[src/rtl/me_pkg.sv]
package me_pkg;
  localparam int unsigned DEF_SLOTS    = 4;
  localparam int unsigned DEF_PTAG_W   = 7;
  localparam int unsigned DEF_MAX_REFS = 4;

  typedef enum logic [1:0] {
    SLOT_HOLD  = 2'd0,
    SLOT_ALLOC = 2'd1,
    SLOT_UPD   = 2'd2
  } slot_op_e;
endpackage

[src/rtl/me_match.sv]
module me_match #(
  parameter int unsigned SLOTS  = 4,
  parameter int unsigned PTAG_W = 7
) (
  input  logic                           en,
  input  logic [PTAG_W-1:0]              probe,
  input  logic [SLOTS-1:0]               live,
  input  logic [SLOTS-1:0][PTAG_W-1:0]   tags,
  output logic [SLOTS-1:0]               hit,
  output logic                           any
);
  for (genvar i = 0; i < SLOTS; i++) begin : g_cmp
    assign hit[i] = en && live[i] && (tags[i] == probe);
  end
  assign any = |hit;
endmodule

[src/rtl/me_alloc.sv]
module me_alloc #(
  parameter int unsigned SLOTS = 4
) (
  input  logic [SLOTS-1:0] free_vec,
  output logic [SLOTS-1:0] grant,
  output logic             any_free
);
  logic [SLOTS:0] seen;
  assign seen[0] = 1'b0;
  for (genvar i = 0; i < SLOTS; i++) begin : g_pick
    assign grant[i]  = free_vec[i] && !seen[i];
    assign seen[i+1] = seen[i] || free_vec[i];
  end
  assign any_free = seen[SLOTS];
endmodule

[src/rtl/me_slot.sv]
module me_slot
  import me_pkg::*;
#(
  parameter int unsigned PTAG_W   = 7,
  parameter int unsigned MAX_REFS = 4,
  localparam int unsigned CNT_W   = $clog2(MAX_REFS + 1)
) (
  input  logic              clk,
  input  logic              rst_n,
  input  logic              alloc,
  input  logic [PTAG_W-1:0] alloc_tag,
  input  logic              inc,
  input  logic              mv_inc,
  input  logic              rel_dec,
  input  logic              flush,
  output logic              live,
  output logic [PTAG_W-1:0] tag,
  output logic              at_max
);
  logic [CNT_W-1:0] spec_q, ret_q, spec_n, ret_n;
  logic [PTAG_W-1:0] tag_q;
  slot_op_e op;

  assign live   = spec_q >= CNT_W'(2);
  assign tag    = tag_q;
  assign at_max = spec_q >= CNT_W'(MAX_REFS);

  always_comb begin
    if (alloc)     op = SLOT_ALLOC;
    else if (live) op = SLOT_UPD;
    else           op = SLOT_HOLD;
  end

  always_comb begin
    spec_n = spec_q;
    ret_n  = ret_q;
    unique case (op)
      SLOT_ALLOC: begin
        spec_n = CNT_W'(2);
        ret_n  = CNT_W'(1);
      end
      SLOT_UPD: begin
        if (inc) spec_n = spec_n + CNT_W'(1);
        if (mv_inc && (ret_q < spec_q)) ret_n = ret_n + CNT_W'(1);
        if (rel_dec) begin
          spec_n = spec_n - CNT_W'(1);
          if (ret_n > CNT_W'(1)) ret_n = ret_n - CNT_W'(1);
        end
        if (flush) spec_n = ret_n;
        if (spec_n < CNT_W'(2)) begin
          spec_n = '0;
          ret_n  = '0;
        end
      end
      default: begin
        spec_n = '0;
        ret_n  = '0;
      end
    endcase
  end

  always_ff @(posedge clk) begin
    if (!rst_n) begin
      spec_q <= '0;
      ret_q  <= '0;
      tag_q  <= '0;
    end else begin
      spec_q <= spec_n;
      ret_q  <= ret_n;
      if (alloc) tag_q <= alloc_tag;
    end
  end

  // a slot never counts past its cap
  a_r4_cap_held: assert property (@(posedge clk) disable iff (!rst_n)
    spec_q <= CNT_W'(MAX_REFS));

  // retired view never exceeds speculative view
  a_r7_ret_le_spec: assert property (@(posedge clk) disable iff (!rst_n)
    ret_q <= spec_q);

  // after a flush cycle both views agree
  a_r8_flush_restore: assert property (@(posedge clk) disable iff (!rst_n)
    flush |=> (spec_q == ret_q));

  // a slot is never allocated while in use
  a_r2_alloc_free: assert property (@(posedge clk) disable iff (!rst_n)
    alloc |-> !live);
endmodule

[src/rtl/me_ref_tracker.sv]
module me_ref_tracker
  import me_pkg::*;
#(
  parameter int unsigned SLOTS    = DEF_SLOTS,
  parameter int unsigned PTAG_W   = DEF_PTAG_W,
  parameter int unsigned MAX_REFS = DEF_MAX_REFS
) (
  input  logic              clk,
  input  logic              rst_n,
  input  logic              q_valid,
  input  logic [PTAG_W-1:0] q_src_tag,
  output logic              q_elim,
  input  logic              rm_valid,
  input  logic [PTAG_W-1:0] rm_tag,
  input  logic              rl_valid,
  input  logic [PTAG_W-1:0] rl_tag,
  output logic              rl_free,
  input  logic              flush
);
  logic [SLOTS-1:0]             live, at_max, grant;
  logic [SLOTS-1:0][PTAG_W-1:0] tags;
  logic [SLOTS-1:0]             q_hit, mv_hit, rl_hit, alloc, inc;
  logic q_any, mv_any, rl_any, any_free, q_cap;

  me_match #(.SLOTS(SLOTS), .PTAG_W(PTAG_W)) u_q_match (
    .en(q_valid), .probe(q_src_tag), .live(live), .tags(tags),
    .hit(q_hit), .any(q_any));
  me_match #(.SLOTS(SLOTS), .PTAG_W(PTAG_W)) u_mv_match (
    .en(rm_valid), .probe(rm_tag), .live(live), .tags(tags),
    .hit(mv_hit), .any(mv_any));
  me_match #(.SLOTS(SLOTS), .PTAG_W(PTAG_W)) u_rl_match (
    .en(rl_valid), .probe(rl_tag), .live(live), .tags(tags),
    .hit(rl_hit), .any(rl_any));

  me_alloc #(.SLOTS(SLOTS)) u_alloc (
    .free_vec(~live), .grant(grant), .any_free(any_free));

  assign q_cap  = |(q_hit & at_max);
  assign q_elim = q_valid && !flush && (q_any ? !q_cap : any_free);
  assign rl_free = rl_valid && !rl_any;

  for (genvar i = 0; i < SLOTS; i++) begin : g_slot
    assign inc[i]   = q_elim && q_hit[i];
    assign alloc[i] = q_elim && !q_any && grant[i];
    me_slot #(.PTAG_W(PTAG_W), .MAX_REFS(MAX_REFS)) u_slot (
      .clk(clk), .rst_n(rst_n), .alloc(alloc[i]), .alloc_tag(q_src_tag),
      .inc(inc[i]), .mv_inc(mv_hit[i]), .rel_dec(rl_hit[i]), .flush(flush),
      .live(live[i]), .tag(tags[i]), .at_max(at_max[i]));
  end

  // checker state: remembers a fresh allocation for one cycle
  logic              chk_alloc;
  logic [PTAG_W-1:0] chk_tag;
  logic [SLOTS-1:0]  chk_hit;
  logic              chk_any;
  always_ff @(posedge clk) begin
    if (!rst_n) begin
      chk_alloc <= 1'b0;
      chk_tag   <= '0;
    end else begin
      chk_alloc <= q_elim && !q_any;
      chk_tag   <= q_src_tag;
    end
  end
  me_match #(.SLOTS(SLOTS), .PTAG_W(PTAG_W)) u_chk_match (
    .en(1'b1), .probe(chk_tag), .live(live), .tags(tags),
    .hit(chk_hit), .any(chk_any));

  // a newly eliminated untracked tag is tracked next cycle
  a_r2_alloc_tracked: assert property (@(posedge clk) disable iff (!rst_n)
    chk_alloc |-> chk_any);
  // a tag lives in at most one slot
  a_r3_unique_tag: assert property (@(posedge clk) disable iff (!rst_n)
    $onehot0(q_hit) && $onehot0(rl_hit) && $onehot0(chk_hit));
  // one elimination per cycle
  a_r3_one_per_cycle: assert property (@(posedge clk) disable iff (!rst_n)
    $onehot0(alloc | inc));
  // full table and miss refuses
  a_r5_full_refuse: assert property (@(posedge clk) disable iff (!rst_n)
    (q_valid && !q_any && (&live)) |-> !q_elim);
  // a tracked release never frees the entry
  a_r6_shared_kept: assert property (@(posedge clk) disable iff (!rst_n)
    (rl_valid && rl_any) |-> !rl_free);
  // no elimination during flush
  a_r8_flush_block: assert property (@(posedge clk) disable iff (!rst_n)
    flush |-> !q_elim);
  // idle query port
  a_r9_idle: assert property (@(posedge clk) disable iff (!rst_n)
    !q_valid |-> !q_elim);
endmodule

[config.mk]
export PLATFORM = sky130hd
export DESIGN_NAME = me_ref_tracker
export DESIGN_NICKNAME = d
export VERILOG_FILES = /design/src/rtl/me_pkg.sv /design/src/rtl/me_match.sv /design/src/rtl/me_alloc.sv /design/src/rtl/me_slot.sv /design/src/rtl/me_ref_tracker.sv
export SDC_FILE = /design/constraint.sdc
export NUM_CORES = 1
export LEC_CHECK = 0
export BUFFER_PORTS_ARGS = -buffer_cell sky130_fd_sc_hd__buf_2
export CORE_MARGIN = 8
export CORE_UTILIZATION = 45
export CTS_BUF_LIST = sky130_fd_sc_hd__clkbuf_4 sky130_fd_sc_hd__clkbuf_8
export DETAILED_ROUTE_END_ITERATION = 10
export PLACE_DENSITY = 0.72
export SLEW_MARGIN = 20
export SYNTH_ARGS = -nofsm -noshare
export SYNTH_HDL_FRONTEND = slang
export SYNTH_SLANG_ARGS = --single-unit
[constraint.sdc]
create_clock -name clk -period 3.8 [get_ports clk]
set_clock_uncertainty 0.2 [all_clocks]
set_input_delay 0.19 -clock clk [delete_from_list [all_inputs] [get_ports clk]]
set_output_delay 0.19 -clock clk [all_outputs]
set_load 0.02 [all_outputs]
==> flow_summary.yaml <==
floorplanning:
  coreArea_um2: 10300
  start_util_pct: 46.0
  dieArea_um2: 14000
  dieWidth_um: 119
  io_pins: 29
  rows: 37
  die_y_um: 119
global_route:
  grt.total_usage_pct: 19.6
  antenna_found_initial: 0
  overflow: 0
  grt_pass1_vias: 4541
  grt_pass1_wl_um: 22700
  grt_max_degree: 23
layout:
  drive_gt1_share_pct: 16.0
  multi_input_area_um2: 3550
  nFillCells: 993
  antenna_cells: 0
  instances_no_fill: 753
  area_growth_syn_to_layout_pct: 12.8
  finalNetCount: 670
  seq_area_um2: 1050
power_and_ir_drop:
  p_leak_nw: 2.14
  peakVddDrop_mv: 0.173
  powerDensity_nw_per_um2: 219
timing:
  tns_ns: 0
  final_max_slew_viol_count: 0
  hold_viol_final: 0
  max_freq_mhz: 270
  period_share_pct: 97.6
  grt_setup_unrepaired: "false"
  setup_viol: 0
  worst_pin_slew_ns: 0.973
  post-route-min-period_ns: 3.71
  holdWs_ns: 0.0366
  maxSlewHeadroom_pct: 34.6
setup_path:
  crit_fanout: 5
  r2r_slack_ns: 0.09
  startpoint_type: "flop"
  criticalPathCategory: "reg -> reg"
  required_ns: 3.81
  end_kind: "flop"
  cp_data_arrival_time_ns: 3.72
cts:
  path_clk_slew_ns: 0.10
  numCtsBuffers: 5
  cts.path.max_buffers: 2
  cts_tree: "done"
  cts_sinks: 52
  postCtsHoldBufs: 0
  root_buffer: "clkbuf_8"
  insertion_delay_ns: 0.32
  h-tree-depth: 2
yosys:
  syn_area_um2: 4730
  async_reset_ff_share_pct: 0
  synth-seq-area-share_pct: 22.0
  yosysWarnings: 0
  postSynthNetCount: 631
  syn_inst: 577
  ys_ff_latch: 52
  yosysUniqueCellTypes: 62
  synth_edf_count: 0
  syn_avg_cell_area_um2: 8.19
  ys.flop_type: "dfxtp_1"
place:
  dp.cells: 743
  hpwl_um: 11000
  place_congestion: 1.00
  io_buffers: 28
route:
  first_pass_iters: 5
  via_count: 4558
  wirelength_um: 14000
  drt_iter0_drc: 385
  remaining_drc_errors: 0
  vias_per_cell: 6.05
  wire_per_inst_um: 18.6
  ant_nets: 0
outcome:
  status: "finished clean"
min_path:
  hp-class: "in -> reg"
flow_run:
  drv_cap: 0
[what timing repair did]
item                                    CTS  global route
endpoints found under the setup margin    1            14
pin swaps                                 1             4
gates resized for setup                   2            24
setup buffers                             1             1
[stage by stage]
| step | util, % | power [mW] | area [um2] | setup WS (ns) |
|---|---|---|---|---|
| 2_1_floorplan | - | 0.705 | 4730 | 0.321 |
| 3_3_place_gp | 49.7 | 0.770 | 5100 | 0.0719 |
| 3_5_place_dp | 49.7 | 0.774 | 5100 | -0.0290 |
| 4_1_cts | 50.9 | 1.17 | 5230 | 0.0365 |
| 5_1_grt | 51.9 | 1.22 | 5330 | 0.00697 |
| 6_report | 51.9 | 1.17 | 5330 | 0.0906 |
[cell type report]
cell class                 instances  area share (%)
clock buffer                       5            1.29
timing repair buffer              56            6.57
inverter                          26            1.83
multi-input combinational        475            66.6
tap                              136            3.19
clock inverter                     3           0.798
sequential                        52            19.7
[cells by family after synthesis]
kind of cell | Yosys count | synth area share (%)
AO/OA/AOI/OAI | 86 | 13.4
XOR/XNOR | 104 | 19.6
adder cells (fa/ha/maj) | 27 | 7.14
buffers and inverters | 50 | 4.79
flip-flops | 52 | 22.0
multiplexers | 39 | 8.31
AND/OR/NAND/NOR | 219 | 24.7
[flip-flops by register name, indices dropped and copies added, names as in the netlist]
| signal | flops |
|---|---|
| g_slot.u_slot.tag | 28 |
| g_slot.u_slot.ret_q | 12 |
| g_slot.u_slot.spec_q | 12 |
[layer usage]
metal	GRT usage, %	wire (um)	vias up
met5	0	0	-
li1	-	-	2179
met1	24.5	6110	2140
met4	9.41	506	0
met2	32.2	6390	203
met3	3.14	988	36
[cell usage after synthesis, drive strengths merged, types with 2 or more instances]
cell	number	share of area, %
xnor2	66	12
o21a	2	0.32
nor3b	3	0.48
a31oi	2	0.26
mux2	2	0.48
o2111ai	4	0.74
nand2	39	3.1
a21boi	2	0.32
o21ai	11	1.2
nor3	21	2.2
ha	27	7.1
nand4	19	2.5
xor2	37	6.9
nor2	42	3.3
inv	25	2.0
a21o	2	0.32
nand2b	7	0.93
o22ai	3	0.40
or3	12	1.6
nor4b	2	0.37
o31ai	3	0.48
nor2b	2	0.26
mux2i	37	7.8
a211oi	4	0.64
o311ai	2	0.37
a41oi	3	0.56
and3	7	0.93
nor4	15	2.0
a211o	2	0.37
or2	4	0.53
o31a	4	0.74
a21oi	18	1.9
nand4b	6	1.1
buf	11	1.7
clkbuf	13	1.0
and2	3	0.40
or4	6	0.95
a2111oi	5	1.3
and4	5	0.93
o211ai	5	0.79
nand3b	2	0.32
o2bb2ai	3	0.56
dfxtp	52	22
nand3	21	2.2
[path summary, 6_finish.rpt]
path | start | end | cells after the start
hold reg to reg | g_slot[0].u_slot.tag[0] | g_slot[0].u_slot.tag[0] | 2
hold / removal | rst_n | g_slot[3].u_slot.ret_q[0] | 3
setup reg to reg | g_slot[3].u_slot.tag[2] | g_slot[0].u_slot.ret_q[0] | 14
setup / recovery | g_slot[3].u_slot.tag[2] | g_slot[0].u_slot.ret_q[0] | 14
[critical path, stage by stage (launching register included)]
cell	delay, ns
dfxtp_2	0.37
xnor2_1	0.24
nand4_1	0.24
or4_4	0.57
nand3_2	0.12
or2_2	0.18
xnor2_1	0.14
ha_1	0.17
inv_1	0.05
nor4_2	0.28
xnor2_1	0.12
or3_1	0.34
nand3_1	0.15
a41oi_2	0.16
a2bb2o_1	0.29
[where the power goes]
group / switching, mW / internal, mW
clock: 0.201 / 0.195
sequential: 0.0114 / 0.553
combinational: 0.130 / 0.0797
total: 0.343 / 0.828
[cells in the final DEF (no fill, tap or decap), types with 20 or more instances in the layout]
master / instances
buf_4: 28
nor2_1: 42
nor3_1: 20
dfxtp_1: 43
xor2_1: 37
inv_1: 25
nand3_1: 20
nand2_1: 39
buf_2: 28
xnor2_1: 63
mux2i_1: 37
ha_1: 27
(Power assumes the default switching activity.)
